**src/rtl/tcmp_pkg.sv**
```systemverilog
package tcmp_pkg;
   localparam logic [3:0] MODE_OFF    = 4'h0;
   localparam logic [3:0] MODE_TOGGLE = 4'h5;
   localparam logic [3:0] MODE_PULSE  = 4'hF;
   localparam int BIT_DMA  = 0;
   localparam int BIT_MLO  = 2;
   localparam int BIT_MHI  = 5;
   localparam int BIT_IE   = 6;
   localparam int BIT_FLAG = 7;
endpackage

```
**src/rtl/tcmp_regdec.sv**
```systemverilog
module tcmp_regdec #(
   parameter int NCH  = 4,
   parameter int AW   = 12,
   parameter logic [AW-1:0] BASE = 12'h608
) (
   input  logic          wr_en,
   input  logic [AW-1:0] wr_addr,
   input  logic [AW-1:0] rd_addr,
   output logic [NCH-1:0] ctrl_we,
   output logic [NCH-1:0] cmp_we,
   output logic           rd_hit,
   output logic           rd_is_cmp,
   output logic [(NCH>1 ? $clog2(NCH) : 1)-1:0] rd_ch
);
   localparam int CW   = (NCH > 1) ? $clog2(NCH) : 1;
   localparam int SPAN = NCH * 8;

   logic [AW-1:0] w_off, r_off;
   logic          w_in, r_in;

   assign w_off = wr_addr - BASE;
   assign r_off = rd_addr - BASE;
   assign w_in  = (wr_addr >= BASE) && (int'(w_off) < SPAN) && (w_off[1:0] == 2'b00);
   assign r_in  = (rd_addr >= BASE) && (int'(r_off) < SPAN) && (r_off[1:0] == 2'b00);

   for (genvar i = 0; i < NCH; i++) begin : g_dec
      assign ctrl_we[i] = wr_en && w_in && (int'(w_off[AW-1:3]) == i) && !w_off[2];
      assign cmp_we[i]  = wr_en && w_in && (int'(w_off[AW-1:3]) == i) &&  w_off[2];
   end

   assign rd_hit    = r_in;
   assign rd_is_cmp = r_off[2];
   assign rd_ch     = r_off[CW+2:3];
endmodule

```
**src/rtl/tcmp_chan.sv**
```systemverilog
module tcmp_chan
   import tcmp_pkg::*;
#(
   parameter int TW = 31
) (
   input  logic          clk,
   input  logic          rst_n,
   input  logic [TW-1:0] tcnt,
   input  logic          ctrl_we,
   input  logic          cmp_we,
   input  logic [7:0]    ctrl_wd,
   input  logic [TW-1:0] cmp_wd,
   output logic [7:0]    ctrl_rd,
   output logic [TW-1:0] cmp_rd,
   output logic          hit,
   output logic          flag,
   output logic          ie,
   output logic [3:0]    mode,
   output logic          pin
);
   logic          dma_q;
   logic [TW-1:0] cur_q, nxt_q;
   logic          cur_v, nxt_v;
   logic          active, off_wr;
   logic          unused_b1;

   assign unused_b1 = ctrl_wd[1];
   assign active    = (mode != MODE_OFF);
   assign hit       = active && cur_v && (tcnt == cur_q);
   assign off_wr    = ctrl_we && (ctrl_wd[BIT_MHI:BIT_MLO] == MODE_OFF);

   always_ff @(posedge clk or negedge rst_n) begin
      if (!rst_n) begin
         dma_q <= 1'b0;
         mode  <= MODE_OFF;
         ie    <= 1'b0;
         flag  <= 1'b0;
         pin   <= 1'b0;
         cur_q <= '0;
         nxt_q <= '0;
         cur_v <= 1'b0;
         nxt_v <= 1'b0;
      end else begin
         if (ctrl_we) begin
            dma_q <= ctrl_wd[BIT_DMA];
            mode  <= ctrl_wd[BIT_MHI:BIT_MLO];
            ie    <= ctrl_wd[BIT_IE];
         end
         // event flag: a match outranks a clearing write
         if (hit)
            flag <= 1'b1;
         else if (ctrl_we && ctrl_wd[BIT_FLAG])
            flag <= 1'b0;
         // output pin
         if (off_wr)
            pin <= 1'b0;
         else if (mode == MODE_TOGGLE) begin
            if (hit) pin <= ~pin;
         end else if (mode == MODE_PULSE)
            pin <= hit;
         else
            pin <= 1'b0;
         // double-buffered compare
         if (hit) begin
            if (nxt_v) begin
               cur_q <= nxt_q;
               nxt_v <= 1'b0;
            end else
               cur_v <= 1'b0;
         end
         if (cmp_we) begin
            if (!active) begin
               cur_q <= cmp_wd;
               cur_v <= 1'b1;
            end else begin
               nxt_q <= cmp_wd;
               nxt_v <= 1'b1;
            end
         end
         if (off_wr) begin
            cur_v <= 1'b0;
            nxt_v <= 1'b0;
         end
      end
   end

   assign ctrl_rd = {flag, ie, mode, 1'b0, dma_q};
   assign cmp_rd  = cur_q;
endmodule

```
**src/rtl/tcmp_bank.sv**
```systemverilog
module tcmp_bank #(
   parameter int NCH = 4,
   parameter int TW  = 31,
   parameter int DW  = 32,
   parameter int AW  = 12,
   parameter logic [AW-1:0] BASE = 12'h608
) (
   input  logic          clk,
   input  logic          rst_n,
   input  logic [TW-1:0] time_cnt,
   input  logic          wr_en,
   input  logic [AW-1:0] wr_addr,
   input  logic [DW-1:0] wr_data,
   input  logic [AW-1:0] rd_addr,
   output logic [DW-1:0] rd_data,
   output logic [NCH-1:0] ch_out,
   output logic          irq
);
   localparam int CW = (NCH > 1) ? $clog2(NCH) : 1;

   if (NCH < 1 || NCH > 64) begin : g_bad_nch
      $error("tcmp_bank: NCH out of range");
   end
   if (TW < 2 || TW > DW) begin : g_bad_tw
      $error("tcmp_bank: TW must lie in 2..DW");
   end
   if (DW < 8) begin : g_bad_dw
      $error("tcmp_bank: DW must be at least 8");
   end

   logic [NCH-1:0]          ctrl_we, cmp_we;
   logic                    rd_hit, rd_is_cmp;
   logic [CW-1:0]           rd_ch;
   logic [NCH-1:0][7:0]     ctrl_rd;
   logic [NCH-1:0][TW-1:0]  cmp_rd;
   logic [NCH-1:0][3:0]     ch_mode;
   logic [NCH-1:0]          ch_hit, ch_flag, ch_ie;

   if (TW < DW) begin : g_pad
      logic unused_hi;
      assign unused_hi = ^wr_data[DW-1:TW];
   end

   tcmp_regdec #(.NCH(NCH), .AW(AW), .BASE(BASE)) u_dec (
      .wr_en    (wr_en),
      .wr_addr  (wr_addr),
      .rd_addr  (rd_addr),
      .ctrl_we  (ctrl_we),
      .cmp_we   (cmp_we),
      .rd_hit   (rd_hit),
      .rd_is_cmp(rd_is_cmp),
      .rd_ch    (rd_ch)
   );

   for (genvar i = 0; i < NCH; i++) begin : g_ch
      tcmp_chan #(.TW(TW)) u_chan (
         .clk    (clk),
         .rst_n  (rst_n),
         .tcnt   (time_cnt),
         .ctrl_we(ctrl_we[i]),
         .cmp_we (cmp_we[i]),
         .ctrl_wd(wr_data[7:0]),
         .cmp_wd (wr_data[TW-1:0]),
         .ctrl_rd(ctrl_rd[i]),
         .cmp_rd (cmp_rd[i]),
         .hit    (ch_hit[i]),
         .flag   (ch_flag[i]),
         .ie     (ch_ie[i]),
         .mode   (ch_mode[i]),
         .pin    (ch_out[i])
      );
   end

   assign irq = |(ch_flag & ch_ie);

   always_comb begin
      rd_data = '0;
      if (rd_hit) begin
         if (rd_is_cmp) rd_data = DW'(cmp_rd[rd_ch]);
         else           rd_data = DW'(ctrl_rd[rd_ch]);
      end
   end
endmodule

```
**config.mk**
```make
export PLATFORM = sky130hd
export DESIGN_NAME = tcmp_bank
export DESIGN_NICKNAME = d
export VERILOG_FILES = /design/src/rtl/tcmp_pkg.sv /design/src/rtl/tcmp_regdec.sv /design/src/rtl/tcmp_chan.sv /design/src/rtl/tcmp_bank.sv
export SDC_FILE = /design/constraint.sdc
export NUM_CORES = 1
export LEC_CHECK = 0
export ABC_AREA = 1
export CELL_PAD_IN_SITES_DETAIL_PLACEMENT = 0
export CELL_PAD_IN_SITES_GLOBAL_PLACEMENT = 1
export CORE_AREA = 2 2 154 307
export CTS_CLUSTER_SIZE = 8
export DETAILED_ROUTE_END_ITERATION = 10
export DIE_AREA = 0 0 156 309
export PLACE_DENSITY_LB_ADDON = 0.1
export SKIP_LAST_GASP = 1
export SYNTH_ARGS = -nofsm -noshare
export SYNTH_HDL_FRONTEND = slang
export SYNTH_SLANG_ARGS = --single-unit
```
**constraint.sdc**
```tcl
create_clock -name clk -period 3.6 [get_ports clk]
set_clock_uncertainty 0.1 [all_clocks]
set_input_delay 0.54 -clock clk [delete_from_list [all_inputs] [get_ports clk]]
set_output_delay 0.54 -clock clk [all_outputs]
set_load 0.005 [all_outputs]
```
==> flow_summary.toml <==
[logic_synthesis]
synth_flop_cell = "dfrtp_1"
synth_area_leaders = "dfrtp_1, nand2_1, inv_1"
muxShareOfSynthArea = 0.00288
ys_async_sr_fraction = 1.00
main_combinational_cell_family_by_area_after_synthesis = "simple AND/OR/NAND/NOR gates"
synth_sequential_area_ratio = 0.368
ys_warn_count = 0
post_synth.cell_area_avg_um2 = 6.40
synthesis.area_um2 = 19600
post_synth_xor_area_fraction = 0.00626
synth_enable_flop_cells = 0
post_synth_inst_count = 3057
fraction_of_the_mapped_netlist_area_in_compound_gates = 0.130
synth_fp_nets = 3148
synth_seq_cells = 288
post-synth-top-area-cell = "dfrtp_1"
synth_cell_types = 40
synthSimpleGateAreaFrac = 0.384
yosys.area.top_type_share = 0.368
synth-adder-area-share = 0.000639

[setup_path]
worst_ep_arrival_time_ps = 2870
cp-end-kind = "output pin"
worst-endpoint-required_ps = 2960
path_class = "in2out"
rrSetupSlack_ps = 790
cp-startpoint = "rd_addr[4]"
r2r_cells = 14
reg_to_reg_startpoint = "g_ch[1].u_chan.cmp_rd[0]"
reg2reg_to = "g_ch[1].u_chan.cmp_rd[6]"
worst-path-max-fanout = 24
start_kind = "input port"

[route]
via_per_inst = 5.71
routed_wirelength_um = 103000
wl_per_cell_um = 27.6
vias = 21200
drt_pass1_iterations = 8
post_route_drc = 0
drt_iter0_markers = 1870
detail_route_antenna_nets = 0

[timing]
final-setup-viol-count = 0
worst_margin_slew_ps = 1030
post_layout_worst_setup_margin_ps = 92.9
finalWorstPathRequiredPeriod_ps = 3510
finalMaxSlewViolations = 0
achievable-frequency_mhz = 285
worst_slew_margin_rel = 0.311
rsz0062_at_grt = "true"
setup_total_negative_slack_ps = 0
worst_hold_slack_ps = -33.6
finalHoldViolations = 9
min_period_over_period = 0.974

[flow_run]
max_cap_viol_count = 0

[layout]
final_area_um2 = 22600
final_core_util = 0.495
proportion_of_layout_cells_with_a_drive_suffix_above_1 = 0.0823
synthToLayoutAreaGrowth_pct = 15.6
final_common_cell = "nand2_1"
commonest_cells_after_routing_fill_and_taps_aside = "nand2_1, inv_1, dfrtp_1, o21ai_0, nand3_1"
layout.nets = 3233

[clocking]
clock_sinks = 288
path_clk_slew_ps = 50
cts-root-buf = "clkbuf_16"
postCtsHoldBufs = 0
max-clock-path-buffers = 3
cts_tree = "yes"
clk_latency_ps = 560
cts-htree-levels = 2
cts_made_buffers = 41
post_cts.repair.setup_buffers = 0

[hold_path]
timing.hold.worst.class = "in2async"

[run_status]
result_of_the_run = "finished, violations left"
violated_checks = "negative hold slack"

[floorplanning]
initial_core_util = 0.429
die_x_um = 156
die_height_um = 309
fp.dieArea_um2 = 48200
std_cell_rows = 111
io_pins = 127
placeableCoreArea_um2 = 45700

[placement]
instance_area_at_placement_um2 = 21500
numPortBuffers = 124
hpwl_um = 76100
dp_slack_ps = 16.5
gp_congestion = 1.03

[global_routing]
track_usage = 0.429
first_global_vias = 21100
gr-total-overflow = 0
global_route_wire_length_before_repair_um = 145000
grt_max_degree = 107
initial_antenna_violation_count = 11

[power]
p_leak_uw = 0.0117
vdd_drop_max_mv = 0.487
power-per-cell-area_nw_per_um2 = 333
## state kept, by name, indices dropped and copies added (netlist names)
signal,flops
g_ch.u_chan.cmp_rd,124
g_ch.u_chan.nxt_q,124
g_ch.u_chan.mode,16
g_ch.u_chan.flag,4
g_ch.u_chan.pin,4
g_ch.u_chan.ie,4
g_ch.u_chan.cur_v,4
g_ch.u_chan.dma_q,4
g_ch.u_chan.nxt_v,4
## logic make-up (layout without fill, tap and decap cells)
group | after synthesis | after routing
AND/OR/NAND/NOR | 1783 | 1783
multiplexers | 5 | 5
adder cells (fa/ha/maj) | 1 | 1
flip-flops | 288 | 288
buffers and inverters | 487 | 576
XOR/XNOR | 14 | 14
AO/OA/AOI/OAI | 478 | 478
other | 1 | 10
## worst max-delay path, cell delays in order
cell	delay [ps]
clkdlybuf4s50_1	470
inv_1	50
ha_1	320
inv_1	110
buf_6	200
a21oi_1	140
o21ai_0	110
a21oi_2	270
clkdlybuf4s50_1	620
## Yosys cell counts, types with 2 or more instances
| library cell | n |
|---|---|
| nand2_1 | 1293 |
| inv_1 | 320 |
| dfrtp_1 | 288 |
| o21ai_0 | 230 |
| nand3_1 | 186 |
| nor2_1 | 186 |
| a21oi_1 | 103 |
| o21ai_1 | 99 |
| clkbuf_1 | 66 |
| nand3_2 | 56 |
| buf_2 | 53 |
| o21ai_2 | 29 |
| buf_6 | 19 |
| buf_4 | 15 |
| nor3_1 | 14 |
| xnor2_1 | 14 |
| nand4_1 | 13 |
| inv_2 | 9 |
| a311oi_1 | 7 |
| mux2_2 | 5 |
| nor2_2 | 5 |
| a211oi_1 | 4 |
| a21boi_0 | 4 |
| buf_1 | 4 |
| nand3_4 | 4 |
| nand4_2 | 4 |
| and3_1 | 3 |
| nand2_2 | 3 |
| nand3b_1 | 3 |
| nor2_4 | 3 |
| a21oi_2 | 2 |
| and2_1 | 2 |
| and2_4 | 2 |
| nor3_4 | 2 |
| or2_2 | 2 |
## routing by layer
layer  wire (um)  global-route usage
met1       31600               0.412
met2       50500               0.746
met3        7470              0.0769
met4       13100               0.440
met5          21                   0
## repair_timing
action,in CTS,in global routing
gates resized for setup,1,7
setup endpoints to repair,1,15
hold endpoints to repair,0,0
cloned,0,0
pin swaps,0,2
## metrics by stage
step	instances	power, uW
2_1_floorplan	3057	3610
3_3_place_gp	3664	4020
3_5_place_dp	3664	4020
4_1_cts	3711	7560
5_1_grt	3716	7730
6_report	3720	7540
## worst max path at each step
stage / cells after the start / slack [ps] / endpoint
floorplan: 12 / 330 / rd_data[2]
global placement: 9 / 20 / rd_data[13]
detailed placement: 9 / 20 / rd_data[13]
CTS: 9 / 30 / rd_data[11]
global route: 9 / -60 / rd_data[5]
finish: 9 / 90 / rd_data[13]
## area by class of cell
cell class | instances | area (um^2)
repair buffers | 200 | 2040
flip-flops and latches | 288 | 7210
well taps | 565 | 707
clock inverters | 1 | 8.76
inverters | 329 | 1230
diodes | 9 | 22.5
clock buffers | 46 | 1090
multi-input cells | 2282 | 10300
fillers | 4802 | 23100
## power breakdown
group / internal (uW) / total (uW) / switching (uW)
Sequential: 3240 / 3240 / 1.17
Combinational: 224 / 741 / 517
Clock: 2100 / 3560 / 1460
Note: power is estimated with default switching activity, not from simulation.
